File: config.mk
export PLATFORM = sky130hd
export DESIGN_NAME = dma_req_gen
export DESIGN_NICKNAME = d
export VERILOG_FILES = /design/src/rtl/dma_req_pkg.sv /design/src/rtl/req_gap.sv /design/src/rtl/rx_req_unit.sv /design/src/rtl/tx_req_unit.sv /design/src/rtl/dma_req_gen.sv
export SDC_FILE = /design/constraint.sdc
export NUM_CORES = 1
export LEC_CHECK = 0
export ABC_AREA = 1
export BUFFER_PORTS_ARGS = -buffer_cell sky130_fd_sc_hd__buf_4
export CAP_MARGIN = 10
export CORE_AREA = 2 2 39 41
export DETAILED_ROUTE_END_ITERATION = 10
export DIE_AREA = 0 0 41 43
export GPL_TIMING_DRIVEN = 0
export HOLD_SLACK_MARGIN = 0.08
export SYNTH_ARGS = -nofsm -noshare
export SYNTH_HDL_FRONTEND = slang
export SYNTH_SLANG_ARGS = --single-unit
File: constraint.sdc
create_clock -name clk_i -period 1.46 [get_ports clk_i]
set_clock_uncertainty 0.2 [all_clocks]
set_input_delay 0.219 -clock clk_i [delete_from_list [all_inputs] [get_ports clk_i]]
set_output_delay 0.219 -clock clk_i [all_outputs]
set_load 0.02 [all_outputs]
File: src/rtl/dma_req_pkg.sv
package dma_req_pkg;
  typedef struct packed {
    logic breq;
    logic sreq;
    logic lbreq;
    logic lsreq;
  } rx_req_t;
endpackage

File: src/rtl/req_gap.sv
// Registers raw requests; a clear sampled high forces one low cycle.
module req_gap #(
  parameter int W = 1
) (
  input  logic         clk_i,
  input  logic         rst_ni,
  input  logic         clr_i,
  input  logic [W-1:0] raw_i,
  output logic [W-1:0] req_o
);
  always_ff @(posedge clk_i or negedge rst_ni) begin
    if (!rst_ni)    req_o <= '0;
    else if (clr_i) req_o <= '0;
    else            req_o <= raw_i;
  end
endmodule

File: src/rtl/rx_req_unit.sv
module rx_req_unit
  import dma_req_pkg::*;
#(
  parameter int BURST = 4,
  parameter int LW    = 4
) (
  input  logic          clk_i,
  input  logic          rst_ni,
  input  logic          compact_i,
  input  logic [LW-1:0] level_i,
  input  logic          timeout_i,
  input  logic          irq_clr_i,
  output rx_req_t       raw_o,
  output logic          toe_irq_o
);
  localparam logic [LW-1:0] BURST_L = LW'(BURST);

  logic          pend_q, pend_d, irq_d;
  logic          empty, parity_ok, has, last_b, last_s;
  logic [LW-1:0] unit;

  assign empty     = (level_i == '0);
  assign unit      = compact_i ? LW'(2) : LW'(1);
  assign parity_ok = !compact_i || !level_i[0];
  assign has       = !empty && parity_ok;

  // next-state pending so the registered request reflects this edge's timeout
  always_comb begin
    if (empty)          pend_d = 1'b0;
    else if (timeout_i) pend_d = 1'b1;
    else                pend_d = pend_q;
  end

  always_comb begin
    if (timeout_i && empty) irq_d = 1'b1;
    else if (irq_clr_i)     irq_d = 1'b0;
    else                    irq_d = toe_irq_o;
  end

  assign last_b = pend_d && (level_i == BURST_L);
  assign last_s = pend_d && (level_i == unit) && !last_b;

  always_comb begin
    raw_o.lbreq = has && last_b;
    raw_o.lsreq = has && last_s;
    raw_o.breq  = has && !last_b && !last_s && (level_i >= BURST_L);
    raw_o.sreq  = has && !last_b && !last_s && (level_i <  BURST_L);
  end

  always_ff @(posedge clk_i or negedge rst_ni) begin
    if (!rst_ni) begin
      pend_q    <= 1'b0;
      toe_irq_o <= 1'b0;
    end else begin
      pend_q    <= pend_d;
      toe_irq_o <= irq_d;
    end
  end
endmodule

File: src/rtl/tx_req_unit.sv
module tx_req_unit #(
  parameter int BURST = 4,
  parameter int DEPTH = 8,
  parameter int LW    = 4
) (
  input  logic          compact_i,
  input  logic [LW-1:0] level_i,
  output logic          raw_o
);
  localparam logic [LW-1:0] BURST_L = LW'(BURST);
  localparam logic [LW-1:0] DEPTH_L = LW'(DEPTH);

  logic [LW-1:0] space;
  assign space = DEPTH_L - level_i;
  assign raw_o = (space >= BURST_L) && (!compact_i || !level_i[0]);
endmodule

File: src/rtl/dma_req_gen.sv
module dma_req_gen
  import dma_req_pkg::*;
#(
  parameter int BURST = 4,
  parameter int DEPTH = 8,
  localparam int LW   = $clog2(DEPTH) + 1
) (
  input  logic          clk_i,
  input  logic          rst_ni,
  input  logic          compact_i,
  input  logic [LW-1:0] rx_level_i,
  input  logic [LW-1:0] tx_level_i,
  input  logic          rx_timeout_i,
  input  logic          rx_clr_i,
  input  logic          tx_clr_i,
  input  logic          irq_clr_i,
  output logic          rx_breq_o,
  output logic          rx_sreq_o,
  output logic          rx_lbreq_o,
  output logic          rx_lsreq_o,
  output logic          rx_toe_irq_o,
  output logic          tx_breq_o
);
  rx_req_t rx_raw, rx_req;
  logic    tx_raw;

  rx_req_unit #(.BURST(BURST), .LW(LW)) rx_u (
    .clk_i     (clk_i),
    .rst_ni    (rst_ni),
    .compact_i (compact_i),
    .level_i   (rx_level_i),
    .timeout_i (rx_timeout_i),
    .irq_clr_i (irq_clr_i),
    .raw_o     (rx_raw),
    .toe_irq_o (rx_toe_irq_o)
  );

  tx_req_unit #(.BURST(BURST), .DEPTH(DEPTH), .LW(LW)) tx_u (
    .compact_i (compact_i),
    .level_i   (tx_level_i),
    .raw_o     (tx_raw)
  );

  req_gap #(.W($bits(rx_req_t))) rx_gap_u (
    .clk_i  (clk_i),
    .rst_ni (rst_ni),
    .clr_i  (rx_clr_i),
    .raw_i  (rx_raw),
    .req_o  (rx_req)
  );

  req_gap #(.W(1)) tx_gap_u (
    .clk_i  (clk_i),
    .rst_ni (rst_ni),
    .clr_i  (tx_clr_i),
    .raw_i  (tx_raw),
    .req_o  (tx_breq_o)
  );

  assign rx_breq_o  = rx_req.breq;
  assign rx_sreq_o  = rx_req.sreq;
  assign rx_lbreq_o = rx_req.lbreq;
  assign rx_lsreq_o = rx_req.lsreq;
endmodule

Word-level counts from Yosys, hierarchy flattened:

Index checks and enable logic that the tools add are counted.

* register bits after elaboration: 7
* input port bits: 15
* output and inout port bits: 6
* word-level logic and storage cells: 39

* $add $sub $neg: 1
* magnitude comparators: 3
* equal/unequal tests: 2
* multiplexer cells: 7
* reduce and logical (&&, ||, !) cells: 22

Operators with widths (count)
* 1-bit logical AND: 12
* 4-bit by 3-bit greater-or-equal comparator with 1-bit output, second input constant: 2
* 1-bit zero test: 6
* 1-bit two-way mux: 5
* 4-bit by 3-bit == test with 1-bit output, second input constant: 1
* 4-bit == test: 1
* 4-bit zero test: 1
* 4-bit by 3-bit less-than comparator with 1-bit output, second input constant: 1
* 4-bit two-way mux: 1
* 4-bit subtractor, first input constant: 1
* 1-bit logical OR: 2
* 2-bit two-way mux: 1
* 2-bit nonzero test: 1

Longest topological paths before layout:

* word-level depth: 9
* gate-level depth with buffers: 7
* depth with buffers taken out: 7

Modules after synthesis:

Synthesis repeated with hierarchy kept, for this count alone.

* cell total of the unflattened synthesis: 59
* area, all modules: 405.4 um^2

Modules (own cells, without submodules)
* rx_req_unit: times used 1, cells each 35, area each 201.4 um^2, seq. area each 50.0 um^2
* req_gap at rx_gap_u: times used 1, cells each 12, area each 130.1 um^2, seq. area each 100.1 um^2
* tx_req_unit: times used 1, cells each 9, area each 38.8 um^2, seq. area each 0.0 um^2
* req_gap at tx_gap_u: times used 1, cells each 3, area each 35.0 um^2, seq. area each 25.0 um^2

Worst setup path after synthesis:

No wires, ideal clock.

* path kind: input to register
* from: input port compact_i
* to: register rx_gap_u.req_o[3]
* setup time: 121 ps
* arrival time: 810 ps
* slack: 329 ps
* cell stages on the path: 6
* buffers on the path: 0
* path through: ha_1 nand2_2 nor2_1 nand2_1 nand2_1 nor2_1

* longest elaborated chain between the ends: 8

RTL lines
* start, declared: RTL line dma_req_gen.sv:10 `input logic compact_i,`
* 2-bit two-way mux: RTL line rx_req_unit.sv:23 `assign unit = compact_i ? LW'(2) : LW'(1);`
* 4-bit == test: RTL line rx_req_unit.sv:41 `assign last_s = pend_d && (level_i == unit) && !last_b;`
* 1-bit logical AND (2 in a row): RTL line rx_req_unit.sv:41
* 1-bit zero test: RTL line rx_req_unit.sv:46 `raw_o.breq = has && !last_b && !last_s && (level_i >= BURST_L);`
* 1-bit logical AND * (2 in a row): RTL line rx_req_unit.sv:46
* 4-bit two-way mux *: RTL line req_gap.sv:13 `else if (clr_i) req_o <= '0;`
* end signal, assigned: RTL line req_gap.sv:14 `else req_o <= raw_i;`
* end, declared: RTL line req_gap.sv:9 `output logic [W-1:0] req_o`

Mark *: on every way between the ends. The rest lies on a longest branch, timed or not.
A chain may end at the register's enable or synchronous reset.

Worst setup path in the final report:

* from: input port tx_level_i[0]
* to: register tx_gap_u.req_o

* longest elaborated chain between the ends: 4

RTL lines
* start, declared: RTL line dma_req_gen.sv:12 `input logic [LW-1:0] tx_level_i,`
* 4-bit subtractor or 1-bit zero test (tied branches): RTL line tx_req_unit.sv:14, tx_req_unit.sv:15
* 4-bit by 3-bit greater-or-equal comparator with 1-bit output or 1-bit logical OR (tied branches): RTL line tx_req_unit.sv:15 `assign raw_o = (space >= BURST_L) && (!compact_i || !level_i[0]);`
* 1-bit logical AND *: RTL line tx_req_unit.sv:15
* 1-bit two-way mux *: RTL line req_gap.sv:13
* end signal, assigned: RTL line req_gap.sv:14
* end, declared: RTL line req_gap.sv:9

Marked as above.

==> flow_summary.json <==
{
  "synthCells": 46,
  "dp.final_hpwl_um": 591.4,
  "grt.overflow.total": 0,
  "final_net_count": 96,
  "grt_max_degree": 8,
  "dieHeight_um": 43,
  "drc": 0,
  "post-route-cell-area_um2": 666.9,
  "fin_cells": 95,
  "timing_hold_violations_final": 0,
  "drive_gt1_share_pct": 40.51,
  "hold_path.class": "input port to flop",
  "cts_tree": "done",
  "place_inst": 82,
  "status": "completed",
  "synth_top_area_cell": "dfrtp_1",
  "wl_per_cell_um": 8.632,
  "setup_ws_ns": 0.08991,
  "ir_drop_mv": 0.1940,
  "cts_buffers": 3,
  "dpl_worst_slack_ns": 0.1207,
  "final_cell_mix": "20 x buf_4, 9 x dlygate4sd3_1, 8 x nand2_1",
  "row_count": 14,
  "place.gp.congestion": 0.6373,
  "insertion_delay_ns": 0.25,
  "finalSetupViolCount": 0,
  "crit_type": "input port to flop",
  "n_antenna_cell": 0,
  "via_per_inst": 4.158,
  "cp-end-kind": "flop",
  "cts.sinks": 7,
  "fin_crit_sh_pct": 93.84,
  "netlist.area_leader.share_pct": 46.05,
  "drt-total-wl_um": 820,
  "synth_area_per_cell_um2": 8.269,
  "cts_root_buffer": "clkbuf_4",
  "ys_seq_area_share_pct": 46.05,
  "p_leak_nw": 0.3470,
  "slew_headroom_pct": 84.95,
  "htree_levels": 1,
  "p_per_area_mw_per_mm2": 745.0,
  "antenna_left": 0,
  "maxCapViolCount": 0,
  "path_max_fanout": 2,
  "cts_buffer_depth": 2,
  "num_vias": 395,
  "tightest_slew_ns": 0.2255,
  "path_cells": "dlygate4sd3_1, buf_4, or2_1, nor3_1, nor2_1",
  "io_buffers": 20,
  "ys_seq_elements": 7,
  "slowest_delay_ns": 0.54,
  "cpMaxStageDelayCell": "dlygate4sd3_1",
  "cts_setup_buffers": 0,
  "syn_nets": 62,
  "drt_iter0_drc": 1,
  "start_kind": "input port",
  "required_ns": 1.40,
  "setup_tns_ns": 0,
  "ctsResizeCount": 0,
  "synth_area_leaders": "dfrtp_1 46%, nand2_1 7.9%, inv_1 6.9%",
  "fmax_mhz": 729.9,
  "rsz0062_at_grt": "false",
  "grt_pass1_vias": 365,
  "grt_pass1_wl_mm": 1.359,
  "pin_count": 21,
  "cts.hold.buffers_added": 8,
  "num-fill-cells": 134,
  "area_growth_pct": 75.33,
  "layout_commonest_cell": "buf_4",
  "dieArea_mm2": 0.001763,
  "core_area_mm2": 0.001384,
  "fp.dieW_um": 41,
  "synth_area_um2": 380.4,
  "slew_viol_final": 0,
  "initial_core_util_pct": 27.49,
  "track_usage_pct": 11.26,
  "first_pass_iters": 3,
  "post_dp_cell_area_um2": 550.5,
  "crit_arrival_ns": 1.31,
  "p_total_mw": 0.4968,
  "netlist-cell-type-count": 17,
  "clk_pin_slew_ns": 0.05,
  "period_needed_ns": 1.370,
  "yosys_warnings": 0,
  "antenna_found_initial": 0
}
routing by layer:
layer  global-route usage [%]  wire (um)  up-vias
li1                         -          -      207
met1                    12.26        319      174
met5                        0          0        -
met2                    18.44        440       12
met3                    1.571         54        2
met4                    8.000          6        0
final timing paths:
check                           cells after the start  slack, ns                       start                     endpoint
worst min-delay path                                3       0.07                rx_timeout_i        rx_u.pend_q$_DFF_PN0_
worst max-delay path                                5       0.09               tx_level_i[0]     tx_gap_u.req_o$_DFF_PN0_
min in group asynchronous                           2       0.11                      rst_ni  rx_gap_u.req_o[0]$_DFF_PN0_
worst min register to register                      2       0.31  rx_u.toe_irq_o$_DFFE_PN0P_   rx_u.toe_irq_o$_DFFE_PN0P_
worst max register to register                      5       0.30       rx_u.pend_q$_DFF_PN0_  rx_gap_u.req_o[3]$_DFF_PN0_
max in group asynchronous                           2       0.83                      rst_ni  rx_gap_u.req_o[3]$_DFF_PN0_
cell families after synthesis:
group / count (synthesis) / synth area share, %
and+or+nand+nor: 27 / 37.50
buffers and inverters: 7 / 6.909
DFF: 7 / 46.05
AOI/OAI and AO/OA: 4 / 6.247
adders and majority gates: 1 / 3.289
sequential cells by signal (all words and copies together), names as in the netlist:
name / flops
rx_gap_u.req_o: 4
rx_u.pend_q: 1
rx_u.toe_irq_o: 1
tx_gap_u.req_o: 1
report_power, final:
group	switching, mW	leakage (nW)	total (mW)	internal [mW]
Clock	0.0699	0.0150	0.174	0.104
Sequential	0.00232	0.0903	0.205	0.203
Combinational	0.0536	0.242	0.118	0.0639
final cells by class:
type	count	area, um2	share of cell area, %
multi-input cells	32	178.9	26.83
repair buffers	29	240.2	36.02
well taps	16	20.02	3.002
flip-flops and latches	7	175.2	26.27
clock buffers	4	26.28	3.940
inverters	7	26.28	3.940
through the flow:
| stage | utilization (%) | hold WS, ns |
|---|---|---|
| global route | 48.19 | 0.09999 |
| detailed placement | 39.78 | -0.1663 |
| finish | 48.19 | 0.07153 |
| CTS | 47.47 | 0.01969 |
| floorplan | - | -0.2766 |
| global placement | 39.78 | -0.1674 |
cell usage after synthesis:
| master | number |
|---|---|
| nor3_2 | 1 |
| nor2_1 | 7 |
| o21ai_1 | 1 |
| nor3b_2 | 1 |
| nand2_2 | 3 |
| a21oi_1 | 1 |
| nor3_1 | 1 |
| o21ai_0 | 1 |
| nor2_4 | 1 |
| nor2_2 | 2 |
| inv_1 | 7 |
| a21oi_2 | 1 |
| nand3_1 | 2 |
| or2_1 | 1 |
| ha_1 | 1 |
| nand2_1 | 8 |
| dfrtp_1 | 7 |
worst max-delay path: cells and delay by family:
family                 cells  cell delay [ns]
AND/OR/NAND/NOR            3             0.41
buffers and inverters      2             0.67
No activity file was read; power rests on OpenSTA's default activity.
